<file path="src/rtl/adc_irq_pkg.sv">
package adc_irq_pkg;
    localparam int CH_N    = 12;
    localparam int SEQ_N   = 2;
    localparam int WORD_W  = 32;
    localparam int REQ_N   = 4;
endpackage

</file>
<file path="src/rtl/adc_thr_flags.sv">
module adc_thr_flags #(
    parameter int N = adc_irq_pkg::CH_N
) (
    input  logic         clk,
    input  logic         rst_n,
    input  logic [N-1:0] range_hit,
    input  logic [N-1:0] cross_hit,
    input  logic [N-1:0] range_en,
    input  logic [N-1:0] cross_en,
    input  logic [N-1:0] clr_mask,
    output logic [N-1:0] flag_q
);
    typedef struct packed {
        logic [N-1:0] flag;
    } thr_state_t;

    thr_state_t   st_d, st_q;
    logic [N-1:0] set_vec;

    for (genvar i = 0; i < N; i++) begin : g_ch
        assign set_vec[i] = (range_hit[i] & range_en[i]) | (cross_hit[i] & cross_en[i]);
    end

    always_comb begin
        st_d      = st_q;
        // a set in the same cycle as a clear keeps the flag
        st_d.flag = (st_q.flag & ~clr_mask) | set_vec;
    end

    always_ff @(posedge clk) begin
        if (!rst_n) st_q <= '0;
        else        st_q <= st_d;
    end

    assign flag_q = st_q.flag;

    // every enabled event leaves its flag set
    p_set_r2: assert property (@(posedge clk) disable iff (!rst_n)
        (|set_vec) |=> ((flag_q & $past(set_vec)) == $past(set_vec)));

    // a clear without a set drops the flag
    p_clear_r3: assert property (@(posedge clk) disable iff (!rst_n)
        (|(clr_mask & ~set_vec)) |=> ((flag_q & $past(clr_mask & ~set_vec)) == '0));

    // no flag rises without an enabled event
    p_no_spurious_r2: assert property (@(posedge clk) disable iff (!rst_n)
        1'b1 |=> ((flag_q & ~$past(flag_q) & ~$past(set_vec)) == '0));
endmodule

</file>
<file path="src/rtl/adc_seq_flag.sv">
module adc_seq_flag (
    input  logic clk,
    input  logic rst_n,
    input  logic conv_done,
    input  logic data_rd,
    input  logic seq_end,
    input  logic mode,
    input  logic wr_clr,
    input  logic ovr_in,
    output logic flag,
    output logic ovr_q,
    output logic mode_q
);
    typedef struct packed {
        logic valid;
        logic done;
        logic mode;
        logic ovr;
    } seq_state_t;

    seq_state_t st_d, st_q;

    always_comb begin
        st_d       = st_q;
        st_d.valid = conv_done | (st_q.valid & ~data_rd);
        st_d.done  = (mode & seq_end) | (st_q.done & ~(mode & wr_clr));
        st_d.mode  = mode;
        st_d.ovr   = ovr_in;
    end

    always_ff @(posedge clk) begin
        if (!rst_n) st_q <= '0;
        else        st_q <= st_d;
    end

    assign flag   = st_q.mode ? st_q.done : st_q.valid;
    assign ovr_q  = st_q.ovr;
    assign mode_q = st_q.mode;

    // a read with no new conversion empties the data-valid latch
    p_read_clears_r6: assert property (@(posedge clk) disable iff (!rst_n)
        (data_rd && !conv_done) |=> !st_q.valid);

    // a conversion always leaves the latch set
    p_conv_sets_r6: assert property (@(posedge clk) disable iff (!rst_n)
        conv_done |=> st_q.valid);

    // the completion latch holds until cleared in mode 1
    p_done_sticky_r7: assert property (@(posedge clk) disable iff (!rst_n)
        (st_q.done && !(mode && wr_clr)) |=> st_q.done);
endmodule

</file>
<file path="src/rtl/adc_irq_flags.sv">
module adc_irq_flags #(
    parameter int NUM_CH = adc_irq_pkg::CH_N,
    parameter int NUM_SEQ = adc_irq_pkg::SEQ_N,
    parameter int WORD_W = adc_irq_pkg::WORD_W,
    parameter int NUM_REQ = adc_irq_pkg::REQ_N
) (
    input  logic              clk,
    input  logic              rst_n,
    input  logic [NUM_CH-1:0] thr_range_hit,
    input  logic [NUM_CH-1:0] thr_cross_hit,
    input  logic [NUM_CH-1:0] thr_range_en,
    input  logic [NUM_CH-1:0] thr_cross_en,
    input  logic [NUM_CH-1:0] ch_ovr,
    input  logic [NUM_SEQ-1:0] seq_conv_done,
    input  logic [NUM_SEQ-1:0] seq_data_rd,
    input  logic [NUM_SEQ-1:0] seq_end,
    input  logic [NUM_SEQ-1:0] seq_ovr,
    input  logic [NUM_SEQ-1:0] seq_mode,
    input  logic [NUM_REQ-1:0] irq_en,
    input  logic              wr_en,
    input  logic [WORD_W-1:0] wr_data,
    output logic [WORD_W-1:0] rd_data,
    output logic [NUM_REQ-1:0] irq
);
    localparam int OVR_LSB  = NUM_CH;
    localparam int SOVR_LSB = 2 * NUM_CH;
    localparam int SEQ_LSB  = WORD_W - 4;
    localparam int THR_SUM  = WORD_W - 2;
    localparam int OVR_SUM  = WORD_W - 1;

    typedef struct packed {
        logic [NUM_CH-1:0] ovr;
    } mirror_t;

    mirror_t            mir_d, mir_q;
    logic [NUM_CH-1:0]  thr_q;
    logic [NUM_SEQ-1:0] seq_flag, sovr_q, smode_q;
    logic               thr_sum, ovr_sum;

    always_comb begin
        mir_d     = mir_q;
        mir_d.ovr = ch_ovr;
    end

    always_ff @(posedge clk) begin
        if (!rst_n) mir_q <= '0;
        else        mir_q <= mir_d;
    end

    adc_thr_flags #(.N(NUM_CH)) u_thr (
        .clk       (clk),
        .rst_n     (rst_n),
        .range_hit (thr_range_hit),
        .cross_hit (thr_cross_hit),
        .range_en  (thr_range_en),
        .cross_en  (thr_cross_en),
        .clr_mask  (wr_data[NUM_CH-1:0] & {NUM_CH{wr_en}}),
        .flag_q    (thr_q)
    );

    for (genvar s = 0; s < NUM_SEQ; s++) begin : g_seq
        adc_seq_flag u_seq (
            .clk       (clk),
            .rst_n     (rst_n),
            .conv_done (seq_conv_done[s]),
            .data_rd   (seq_data_rd[s]),
            .seq_end   (seq_end[s]),
            .mode      (seq_mode[s]),
            .wr_clr    (wr_en & wr_data[SEQ_LSB+s]),
            .ovr_in    (seq_ovr[s]),
            .flag      (seq_flag[s]),
            .ovr_q     (sovr_q[s]),
            .mode_q    (smode_q[s])
        );
    end

    assign thr_sum = |thr_q;
    assign ovr_sum = (|mir_q.ovr) | (|(sovr_q & ~smode_q));

    always_comb begin
        rd_data                          = '0;
        rd_data[NUM_CH-1:0]              = thr_q;
        rd_data[OVR_LSB +: NUM_CH]       = mir_q.ovr;
        rd_data[SOVR_LSB +: NUM_SEQ]     = sovr_q;
        rd_data[SEQ_LSB +: NUM_SEQ]      = seq_flag;
        rd_data[THR_SUM]                 = thr_sum;
        rd_data[OVR_SUM]                 = ovr_sum;
    end

    assign irq = {ovr_sum, thr_sum, seq_flag} & irq_en;

    // per-channel overrun bits trail their source by one cycle
    p_mirror_r5: assert property (@(posedge clk) disable iff (!rst_n)
        1'b1 |=> (rd_data[OVR_LSB +: NUM_CH] == $past(ch_ovr)));

    // the threshold summary tracks the sticky flags
    p_thr_sum_r8: assert property (@(posedge clk) disable iff (!rst_n)
        rd_data[THR_SUM] == (rd_data[NUM_CH-1:0] != '0));

    // no request line is active without its enable
    p_irq_gate_r11: assert property (@(posedge clk) disable iff (!rst_n)
        (irq & ~irq_en) == '0);
endmodule

</file>
<file path="config.mk">
export PLATFORM = sky130hd
export DESIGN_NAME = adc_irq_flags
export DESIGN_NICKNAME = d
export VERILOG_FILES = /design/src/rtl/adc_irq_pkg.sv /design/src/rtl/adc_thr_flags.sv /design/src/rtl/adc_seq_flag.sv /design/src/rtl/adc_irq_flags.sv
export SDC_FILE = /design/constraint.sdc
export NUM_CORES = 1
export LEC_CHECK = 0
export BUFFER_PORTS_ARGS = -buffer_cell sky130_fd_sc_hd__buf_2
export CAP_MARGIN = 20
export CORE_MARGIN = 2
export CORE_UTILIZATION = 35
export CTS_CLUSTER_DIAMETER = 30
export DETAILED_ROUTE_END_ITERATION = 8
export PLACE_DENSITY = 0.95
export SLEW_MARGIN = 20
export SYNTH_ARGS = -nofsm -noshare
export SYNTH_HDL_FRONTEND = slang
export SYNTH_SLANG_ARGS = --single-unit
</file>
<file path="constraint.sdc">
create_clock -name clk -period 1.66 [get_ports clk]
set_input_delay 0 -clock clk [delete_from_list [all_inputs] [get_ports clk]]
set_output_delay 0 -clock clk [all_outputs]
set_load 0.02 [all_outputs]
</file>
==> flow_summary.json <==
{
  "ys_warn_count": 0,
  "maxCapViolCount": 0,
  "fin_crit_sh_pct": 99.1,
  "gr-usage-met2_pct": 50.5,
  "die-area_sq_um": 4070,
  "critPathKind": "register to output port",
  "post_cts_buffers": 0,
  "final_nets": 400,
  "coreArea_sq_um": 3390,
  "path_clk_slew_ns": 0.09,
  "ys_seq_area_share_pct": 51.3,
  "pwr-share-seq_pct": 45.5,
  "ant_nets": 0,
  "ys_types": 17,
  "met1_usage_pct": 20.0,
  "rr_worst_depth": 3,
  "setup.worst_path.start_class": "register",
  "cts_made_buffers": 5,
  "cts_root_buf": "clkbuf_4",
  "use_met3_pct": 6.51,
  "worstReg2RegStart": "u_thr.flag_q[8]$_SDFF_PN0_",
  "die_width_um": 63.8,
  "netSwitchingFraction_pct": 26.0,
  "cts_tree": "done",
  "syn_inst": 125,
  "min_path_cells": 4,
  "reg2reg_to": "u_thr.flag_q[8]$_SDFF_PN0_",
  "grt_start_max_net_pins": 33,
  "worstPathArrival_ns": 1.64,
  "overflow": 0,
  "r2r_slack_ns": 0.27,
  "drc": 0,
  "drive_gt1_share_pct": 45.5,
  "drv_slew": 0,
  "crit_fanout": 3,
  "vias": 1622,
  "skew_ns": 0,
  "grt.total_usage_pct": 23.9,
  "rsz0062_at_grt": "no",
  "status": "completed",
  "avgSynthCellArea_sq_um": 10.0,
  "grt_pass1_vias": 1726,
  "clockBufferDepth": 2,
  "hpwlAfterDp_mm": 3.01,
  "clk_latency_ns": 0.32,
  "required_ns": 1.66,
  "dp.cells": 284,
  "clock_sinks": 32,
  "grt_first_pass_wirelength_mm": 7.33,
  "setup_viol": 0,
  "antennaDiodeCount": 0,
  "areaGrowthSynthToFinish_pct": 90.9,
  "wirelength_mm": 4.96,
  "ys_ff_latch": 32,
  "cts-resized-gates": 0,
  "syn-cell-area_sq_um": 1250,
  "drtIter0Drc": 80,
  "cp-startpoint": "u_thr.flag_q[6]$_SDFF_PN0_",
  "antenna_found_initial": 0,
  "viasPerCell": 4.80,
  "hold_viol": 0,
  "p_leak_nw": 1.20,
  "finalPower_mw": 1.88,
  "htreeDepth": 2,
  "io_buffers": 124,
  "hold_start": "wr_data[29]",
  "p_clk_share_pct": 30.3,
  "drtPass1Iterations": 5,
  "p_switching_mw": 0.489,
  "crit_path_end_kind": "output port",
  "pwr-share-comb_pct": 24.2,
  "stdcell_count": 338,
  "place.gp.congestion": 0.869,
  "fin_setup_tns_ns": 0,
  "fmax_mhz": 608,
  "hold_path_end": "g_seq[1].u_seq.st_q[2]$_SDFF_PN0_",
  "start_util_pct": 36.9,
  "die-height_um": 63.8,
  "fin_util_pct": 70.4,
  "max-vdd-ir-drop_v": 0.000594,
  "fp-row-count": 21,
  "io_pins": 145,
  "routedWlPerCell_um": 14.7,
  "power.density_nw_per_um2": 789,
  "period_needed_ns": 1.64,
  "internal-power_mw": 1.39,
  "hp-class": "input pin to register",
  "busiest_layer": "met2"
}
-- cells by family after synthesis --
kind of cell           Yosys count  share of synthesized area, %
other                            1                         0.300
AO/OA/AOI/OAI                   18                          13.3
AND/OR/NAND/NOR                 57                          25.8
flip-flops                      32                          51.3
multiplexers                     2                          1.80
buffers and inverters           15                          7.51
-- synth_stat cells --
cell type | number | area share [%]
buf_6 | 1 | 0.90
nor4_1 | 6 | 3.0
nand4_1 | 1 | 0.50
a22oi_1 | 3 | 1.8
dfxtp_1 | 32 | 51
a41oi_1 | 1 | 0.70
clkbuf_1 | 3 | 0.90
and2_1 | 19 | 9.5
nand2_1 | 12 | 3.6
conb_1 | 1 | 0.30
mux2_2 | 2 | 1.8
buf_4 | 8 | 4.8
nand3_1 | 3 | 1.2
a222oi_1 | 12 | 9.6
o21a_1 | 2 | 1.2
nor2b_1 | 16 | 8.0
inv_1 | 3 | 0.90
-- power groups by stage --
stage / sequential, mW / combinational [mW] / clock [mW]
floorplan: 0.913 / 0.134 / 0
global placement: 0.868 / 0.330 / 0
detailed placement: 0.872 / 0.338 / 0
CTS: 0.854 / 0.443 / 0.582
global route: 0.861 / 0.490 / 0.623
finish: 0.855 / 0.456 / 0.571
-- through the flow --
stage	area [sq um]	hold WS (ns)	setup WS, ns
2_1_floorplan	1250	0.119	0.653
3_3_place_gp	1850	0.205	0.492
3_5_place_dp	1850	0.212	0.435
4_1_cts	2390	0.0226	0.0679
5_1_grt	2390	0.0209	0.0246
6_report	2390	0.0275	0.0152
-- how the worst max path moves through the flow --
stage | cells after the start | slack (ns) | endpoint
2_1_floorplan | 2 | 0.65 | irq[3]
3_3_place_gp | 4 | 0.49 | irq[2]
3_5_place_dp | 4 | 0.44 | irq[2]
4_1_cts | 4 | 0.07 | irq[2]
5_1_grt | 4 | 0.02 | irq[2]
6_report | 4 | 0.02 | irq[2]
-- critical path, stage by stage (launching register included) --
cell	delay (ns)
dfxtp_1	0.34
nor4_1	0.45
nand3_1	0.18
and2_1	0.20
buf_2	0.15
-- cell usage in the layout, fill, tap and decap left out --
cell and n:
a222oi_1 12, a22oi_1 3, a41oi_1 1, and2_1 19, buf_2 124, bufinv_16 1
clkbuf_1 1, clkbuf_4 5, clkinv_2 1, conb_1 2, dfxtp_1 32, dlygate4sd3_1 46
inv_1 3, mux2_2 2, nand2_1 12, nand3_1 3, nand4_1 1, nor2b_1 16
nor4_1 6, o21a_1 2
-- layout make-up --
cell class	count	area [sq um]
Timing Repair Buffer	170	1080
Fill cell	280	1000
Sequential cell	32	641
Multi-Input combinational cell	79	519
Tap cell	46	57.6
Clock buffer	6	41.3
Clock inverter	2	35.0
Inverter	3	11.3
-- what timing repair did --
| action | CTS | global route |
|---|---|---|
| endpoints found under the hold margin | 32 | 0 |
| hold buffers | 46 | 0 |
| endpoints found under the setup margin | 0 | 0 |
-- routing by layer --
| metal | wire [um] | vias to the layer above |
|---|---|---|
| li1 | - | 771 |
| met1 | 1570 | 750 |
| met2 | 2960 | 81 |
| met3 | 268 | 20 |
| met4 | 166 | 0 |
| met5 | 0 | - |
-- state kept, by name (all words and copies together) (netlist names) --
| register | flops |
|---|---|
| u_thr.flag_q | 12 |
| g_seq.u_seq.mode_q | 2 |
| mir_q | 12 |
| g_seq.u_seq.st_q | 4 |
| g_seq.u_seq.ovr_q | 2 |
No activity file was read; power rests on OpenSTA's default activity.
